`config.mk`:
```
export PLATFORM = sky130hd
export DESIGN_NAME = can_rx_errcnt
export DESIGN_NICKNAME = d
export VERILOG_FILES = /design/src/rtl/can_rx_errcnt_pkg.sv /design/src/rtl/rec_counter.sv /design/src/rtl/rec_level.sv /design/src/rtl/rec_sticky.sv /design/src/rtl/can_rx_errcnt.sv
export SDC_FILE = /design/constraint.sdc
export NUM_CORES = 1
export LEC_CHECK = 0
export BUFFER_PORTS_ARGS = -buffer_cell sky130_fd_sc_hd__buf_4
export CAP_MARGIN = 20
export CORE_MARGIN = 2
export CORE_UTILIZATION = 55
export CTS_CLUSTER_SIZE = 12
export DETAILED_ROUTE_END_ITERATION = 16
export GPL_TIMING_DRIVEN = 0
export PLACE_DENSITY = 0.79
export SKIP_LAST_GASP = 1
export SLEW_MARGIN = 20
export SYNTH_ARGS = -nofsm -noshare
export SYNTH_HDL_FRONTEND = slang
export SYNTH_SLANG_ARGS = --single-unit
```
`constraint.sdc`:
```
create_clock -name clk -period 3.7 [get_ports clk]
set_clock_uncertainty 0.15 [all_clocks]
set_input_delay 1.11 -clock clk [delete_from_list [all_inputs] [get_ports clk]]
set_output_delay 1.11 -clock clk [all_outputs]
set_load 0.05 [all_outputs]
```
`src/rtl/can_rx_errcnt_pkg.sv`:
```
package can_rx_errcnt_pkg;
  // Bit positions of the error pulse vector.
  typedef enum int unsigned {
    SRC_CRC   = 0,
    SRC_STUFF = 1,
    SRC_FORM  = 2
  } err_src_e;

  localparam int unsigned NUM_SRC = 3;

  typedef struct packed {
    logic warn;
    logic passive;
  } level_flags_t;
endpackage

```
`src/rtl/rec_counter.sv`:
```
module rec_counter #(
  parameter int unsigned CNT_W   = 8,
  parameter int unsigned NUM_SRC = 3
) (
  input  logic               clk,
  input  logic               rst_n,
  input  logic [NUM_SRC-1:0] err_i,
  input  logic               ok_i,
  output logic [CNT_W-1:0]   cnt_o
);
  localparam int unsigned N_W   = $clog2(NUM_SRC + 1);
  localparam int unsigned EXT_W = CNT_W + N_W;
  localparam logic [CNT_W-1:0] MAXV = '1;

  logic [CNT_W-1:0] cnt_q, cnt_d;
  logic [N_W-1:0]   n_err;
  logic [EXT_W-1:0] ext;
  logic             cnt_en;

  // Next-state: add the number of error pulses, then apply the decrement, then clamp.
  always_comb begin
    n_err = '0;
    for (int i = 0; i < NUM_SRC; i++) begin
      n_err = n_err + N_W'(err_i[i]);
    end
    ext = EXT_W'(cnt_q) + EXT_W'(n_err);
    if (ok_i && (ext != '0)) begin
      ext = ext - EXT_W'(1);
    end
    if (ext > EXT_W'(MAXV)) begin
      cnt_d = MAXV;
    end else begin
      cnt_d = ext[CNT_W-1:0];
    end
    cnt_en = (n_err != '0) || ok_i;
  end

  always_ff @(posedge clk or negedge rst_n) begin
    if (!rst_n) begin
      cnt_q <= '0;
    end else if (cnt_en) begin
      cnt_q <= cnt_d;
    end
  end

  assign cnt_o = cnt_q;

  // a single pulse below saturation adds exactly one
  p_inc_r1: assert property (@(posedge clk) disable iff (!rst_n)
    ($countones(err_i) == 1 && !ok_i && cnt_q != MAXV) |=> cnt_q == $past(cnt_q) + CNT_W'(1));

  // a saturated count stays saturated under further errors
  p_sat_r2: assert property (@(posedge clk) disable iff (!rst_n)
    (cnt_q == MAXV && !ok_i) |=> cnt_q == MAXV);

  // a clean reception lowers a nonzero count by one
  p_dec_r3: assert property (@(posedge clk) disable iff (!rst_n)
    (ok_i && err_i == '0 && cnt_q != '0) |=> cnt_q == $past(cnt_q) - CNT_W'(1));

  // zero is a floor
  p_floor_r3: assert property (@(posedge clk) disable iff (!rst_n)
    (ok_i && err_i == '0 && cnt_q == '0) |=> cnt_q == '0);
endmodule

```
`src/rtl/rec_level.sv`:
```
module rec_level
  import can_rx_errcnt_pkg::*;
#(
  parameter int unsigned CNT_W    = 8,
  parameter int unsigned WARN_LVL = 96,
  parameter int unsigned PASS_LVL = 127
) (
  input  logic [CNT_W-1:0] cnt_i,
  output level_flags_t     lvl_o
);
  // Level-following decode, recomputed from the count every cycle.
  always_comb begin
    lvl_o.warn    = cnt_i >= CNT_W'(WARN_LVL);
    lvl_o.passive = cnt_i >  CNT_W'(PASS_LVL);
  end
endmodule

```
`src/rtl/rec_sticky.sv`:
```
module rec_sticky (
  input  logic clk,
  input  logic rst_n,
  input  logic set_i,
  input  logic clr_i,
  output logic q_o
);
  logic q_q, q_d, q_en;

  always_comb begin
    q_en = set_i || clr_i;
    q_d  = set_i;
  end

  always_ff @(posedge clk or negedge rst_n) begin
    if (!rst_n) begin
      q_q <= 1'b0;
    end else if (q_en) begin
      q_q <= q_d;
    end
  end

  assign q_o = q_q;

  // an error sets the flag, even against a clear strobe
  p_set_r6: assert property (@(posedge clk) disable iff (!rst_n)
    set_i |=> q_o);

  // a lone clear strobe drops the flag
  p_clr_r6: assert property (@(posedge clk) disable iff (!rst_n)
    (clr_i && !set_i) |=> !q_o);

  // with no strobe the flag holds
  p_hold_r6: assert property (@(posedge clk) disable iff (!rst_n)
    (!clr_i && !set_i) |=> $stable(q_o));
endmodule

```
`src/rtl/can_rx_errcnt.sv`:
```
module can_rx_errcnt
  import can_rx_errcnt_pkg::*;
#(
  parameter int unsigned CNT_W    = 8,
  parameter int unsigned WARN_LVL = 96,
  parameter int unsigned PASS_LVL = 127
) (
  input  logic               clk,
  input  logic               rst_n,
  input  logic [NUM_SRC-1:0] err_pulse_i,
  input  logic               rx_ok_i,
  input  logic               inval_clr_i,
  output logic [CNT_W-1:0]   rec_count_o,
  output logic               warn_o,
  output logic               passive_o,
  output logic               inval_o,
  output logic               err_irq_o
);
  logic [CNT_W-1:0] cnt;
  level_flags_t     lvl;
  logic             any_err;
  logic             inval;

  assign any_err = |err_pulse_i;

  rec_counter #(.CNT_W(CNT_W), .NUM_SRC(NUM_SRC)) u_cnt (
    .clk   (clk),
    .rst_n (rst_n),
    .err_i (err_pulse_i),
    .ok_i  (rx_ok_i),
    .cnt_o (cnt)
  );

  rec_level #(.CNT_W(CNT_W), .WARN_LVL(WARN_LVL), .PASS_LVL(PASS_LVL)) u_lvl (
    .cnt_i (cnt),
    .lvl_o (lvl)
  );

  rec_sticky u_inval (
    .clk   (clk),
    .rst_n (rst_n),
    .set_i (any_err),
    .clr_i (inval_clr_i),
    .q_o   (inval)
  );

  assign rec_count_o = cnt;
  assign warn_o      = lvl.warn;
  assign passive_o   = lvl.passive;
  assign inval_o     = inval;
  assign err_irq_o   = lvl.warn | lvl.passive | inval;

  // passive state implies the warning level
  p_pass_warn_r5: assert property (@(posedge clk) disable iff (!rst_n)
    passive_o |-> warn_o);

  // with all flags down and the count below warning, the interrupt stays low even during a pulse
  p_no_direct_irq_r7: assert property (@(posedge clk) disable iff (!rst_n)
    (!inval && rec_count_o < CNT_W'(WARN_LVL)) |-> !err_irq_o);
endmodule

```
==> load_flow_metrics.sql <==
INSERT INTO impl_metrics (metric_group, metric, value, unit) VALUES
('run_status', 'outcome', 'finished, violations left', ''),
('run_status', 'violated_checks', 'negative setup slack', ''),
('synthesis', 'synth_most_common_cell', 'sky130_fd_sc_hd__nor2_1', ''),
('pwr', 'power.total', '1.56', 'mW'),
('synthesis', 'synth_seq_cells', '9', ''),
('layout', 'nFillCells', '112', ''),
('layout', 'fin_area', '0.00155', 'sq mm'),
('synthesis', 'yosys_warnings', '0', ''),
('clock_network', 'tritoncts', 'done', ''),
('global_routing', 'global_route.overflow_total', '0', ''),
('synthesis', 'synth.avg_cell_area', '7.95', 'sq um'),
('critical_path', 'crit_buf_inv', '4', ''),
('critical_path', 'critical_path.endpoint_type', 'register', ''),
('placement', 'io_buffer_count', '18', ''),
('synthesis', 'synth_cell_type_count', '46', ''),
('floorplan', 'floorplan.initialDensity', '56.8', '%'),
('floorplan', 'placeableCoreArea', '0.00190', 'sq mm'),
('clock_network', 'clock_tree.root_cell', 'sky130_fd_sc_hd__clkbuf_4', ''),
('timing', 'period_minus_slack', '4190', 'ps'),
('global_routing', 'vias_in_the_first_global_route', '1087', ''),
('clock_network', 'source_to_sink_clock_delay_at_the_later_pin_of_the_worst_skew_pair', '260', 'ps'),
('placement', 'routabilityCongestion', '0.828', ''),
('floorplan', 'ios', '19', ''),
('detailed_routing', 'dr.first_iter.drc_count', '51', ''),
('global_routing', 'grt_max_degree', '11', ''),
('critical_path', 'critical_path_cell_sequence', 'buf_6, fa_1, ha_2, inv_2, fa_2, ha_4, nand2b_4, or3_4, a211oi_4, buf_4, buf_6, nand2_2, nand2_2, mux2_4, a31oi_1', ''),
('floorplan', 'dieHeight', '48.3', 'microns'),
('timing', 'worstMarginPinSlew', '540', 'ps'),
('critical_path', 'critical_path.max_stage_delay', '560', 'ps'),
('placement', 'dpl-instance-area', '0.00126', 'sq mm'),
('layout', 'insertedDiodeCount', '0', ''),
('layout', 'area_delta_synth_final', '43.6', '%'),
('global_routing', 'gr_util_all_layers', '26.7', '%'),
('timing', 'finalSetupViolCount', '8', ''),
('layout', 'postLayoutCoreUtil', '81.6', '%'),
('clock_network', 'maximum_level_of_the_cts_h_tree', '1', ''),
('timing', 'whs', '415', 'ps'),
('synthesis', 'synthDominantCellAreaShare', '20.8', '%'),
('clock_network', 'clock_sink_count', '9', ''),
('detailed_routing', 'route.final.wire_length', '3.26', 'mm'),
('critical_path', 'crit_path_start_kind', 'primary input', ''),
('synthesis', 'synth_enable_flop_cells', '0', ''),
('layout', 'proportion_of_layout_cells_with_a_drive_suffix_above_1', '45.7', '%'),
('layout', 'nets', '187', ''),
('detailed_routing', 'antenna_left', '0', ''),
('critical_path', 'path_class', 'in -> reg', ''),
('floorplan', 'dieArea', '0.00234', 'sq mm'),
('detailed_routing', 'num_vias', '1153', ''),
('timing', 'final.period_utilization', '113', '%'),
('clock_network', 'clkTransAtPathRegs', '60', 'ps'),
('synthesis', 'mappedNetlistNets', '149', ''),
('synthesis', 'synth_cells', '136', ''),
('floorplan', 'die-width', '48.3', 'microns'),
('timing', 'relSlewSlack', '63.7', '%'),
('pwr', 'power_leakage', '0.675', 'nW'),
('synthesis', 'synth.yosys.seq_area_share', '20.8', '%'),
('global_routing', 'grt_pass1_wl', '4.88', 'mm'),
('critical_path', 'timing.critical_path.fanout_max', '3', ''),
('critical_path', 'timing.critical_path.slowest_stage_cell', 'sky130_fd_sc_hd__fa_1', ''),
('detailed_routing', 'drc', '0', ''),
('timing', 'timing.final.max_slew_violations', '0', ''),
('floorplan', 'fp-row-count', '16', ''),
('synthesis', 'yosys-top-cells-count', 'sky130_fd_sc_hd__nor2_1 (18), sky130_fd_sc_hd__nand2_1 (11), sky130_fd_sc_hd__dfrtp_1 (9), sky130_fd_sc_hd__a21oi_1 (8)', ''),
('clock_network', 'cts.path.max_buffers', '2', ''),
('pwr', 'powerDensity', '1000', 'mW/mm^2'),
('synthesis', 'synth-async-reset-ratio', '100', '%'),
('detailed_routing', 'first_pass_iters', '4', ''),
('placement', 'dp.final_hpwl', '1.97', 'mm'),
('critical_path', 'wp_data_arrival', '4220', 'ps'),
('timing', 'setup_slack', '-492', 'ps'),
('timing', 'fmax', '239', 'MHz');
## tightest hold or removal path, delay by kind of cell (launching register included)
| kind | cells | cell delay, ps |
|---|---|---|
| flip-flops | 1 | 380 |
| buffers and inverters | 1 | 70 |
| AO/OA/AOI/OAI | 1 | 80 |
## placed cells by master (no fill, tap or decap), types with 5 or more instances in the layout
cell type and n:
sky130_fd_sc_hd__a21oi_1 6, sky130_fd_sc_hd__dfrtp_1 9, sky130_fd_sc_hd__xnor2_1 7, sky130_fd_sc_hd__inv_1 6
sky130_fd_sc_hd__nor3_1 5, sky130_fd_sc_hd__buf_4 30, sky130_fd_sc_hd__buf_2 5, sky130_fd_sc_hd__nand2_1 8
sky130_fd_sc_hd__nor2_1 16
## registers in the layout, summed over array words and instances (netlist names)
signal and count:
u_inval.q_o 1, u_cnt.cnt_o 8
## per-layer routing
metal,part of all wire (%),global-route usage [%],up-vias
met3,6.2,3.09,4
li1,-,-,550
met5,0,0,-
met1,42,33.7,550
met4,1.0,13.3,0
met2,51,45.4,49
## cells by family after synthesis
logic type	synth area share, %
fa+ha+maj	8.33
simple gates	31.1
compound gates	19.2
buf+inv	6.48
xor+xnor	6.48
flops	20.8
mux	7.52
## report_power, final
part	internal, mW	total [mW]	switching (mW)
Clock	0.0416	0.0766	0.0350
Combinational	0.553	1.30	0.747
Sequential	0.142	0.179	0.0367
Total	0.737	1.56	0.818
## layout make-up
cell class                      instances  area share, %
Timing Repair Buffer                   33           16.9
Buffer                                  9           2.82
Sequential cell                         9           14.5
Inverter                                7           1.69
Multi-Input combinational cell        111           60.2
Tap cell                               27           2.18
Clock buffer                            4           1.69
## path summary, 6_finish.rpt
kind	slack (ps)	cells past startpoint	to	start
max reg2reg	620	13	u_cnt.cnt_o[1]$_DFFE_PN0P_	u_cnt.cnt_o[0]$_DFFE_PN0P_
min	410	2	u_inval.q_o$_DFFE_PN0P_	u_inval.q_o$_DFFE_PN0P_
min in group asynchronous	520	1	u_inval.q_o$_DFFE_PN0P_	rst_n
max in group asynchronous	2750	1	u_cnt.cnt_o[4]$_DFFE_PN0P_	rst_n
max	-490	15	u_cnt.cnt_o[1]$_DFFE_PN0P_	err_pulse_i[0]
min reg2reg	410	2	u_inval.q_o$_DFFE_PN0P_	u_inval.q_o$_DFFE_PN0P_
## timing repair
item	in CTS	in global routing
buffers inserted	9	7
gates resized for setup	21	15
endpoints found under the setup margin	8	8
hold buffers	0	0
pin swaps	16	17
## through the flow
stage	setup WS, ps	setup TNS (ps)	cells
2_1_floorplan	-537	-2840	136
3_3_place_gp	-915	-5820	181
4_1_cts	-489	-2990	194
5_1_grt	-535	-3790	200
6_report	-492	-3340	200
3_5_place_dp	-925	-6130	181
Note: power is estimated with default switching activity, not from simulation.
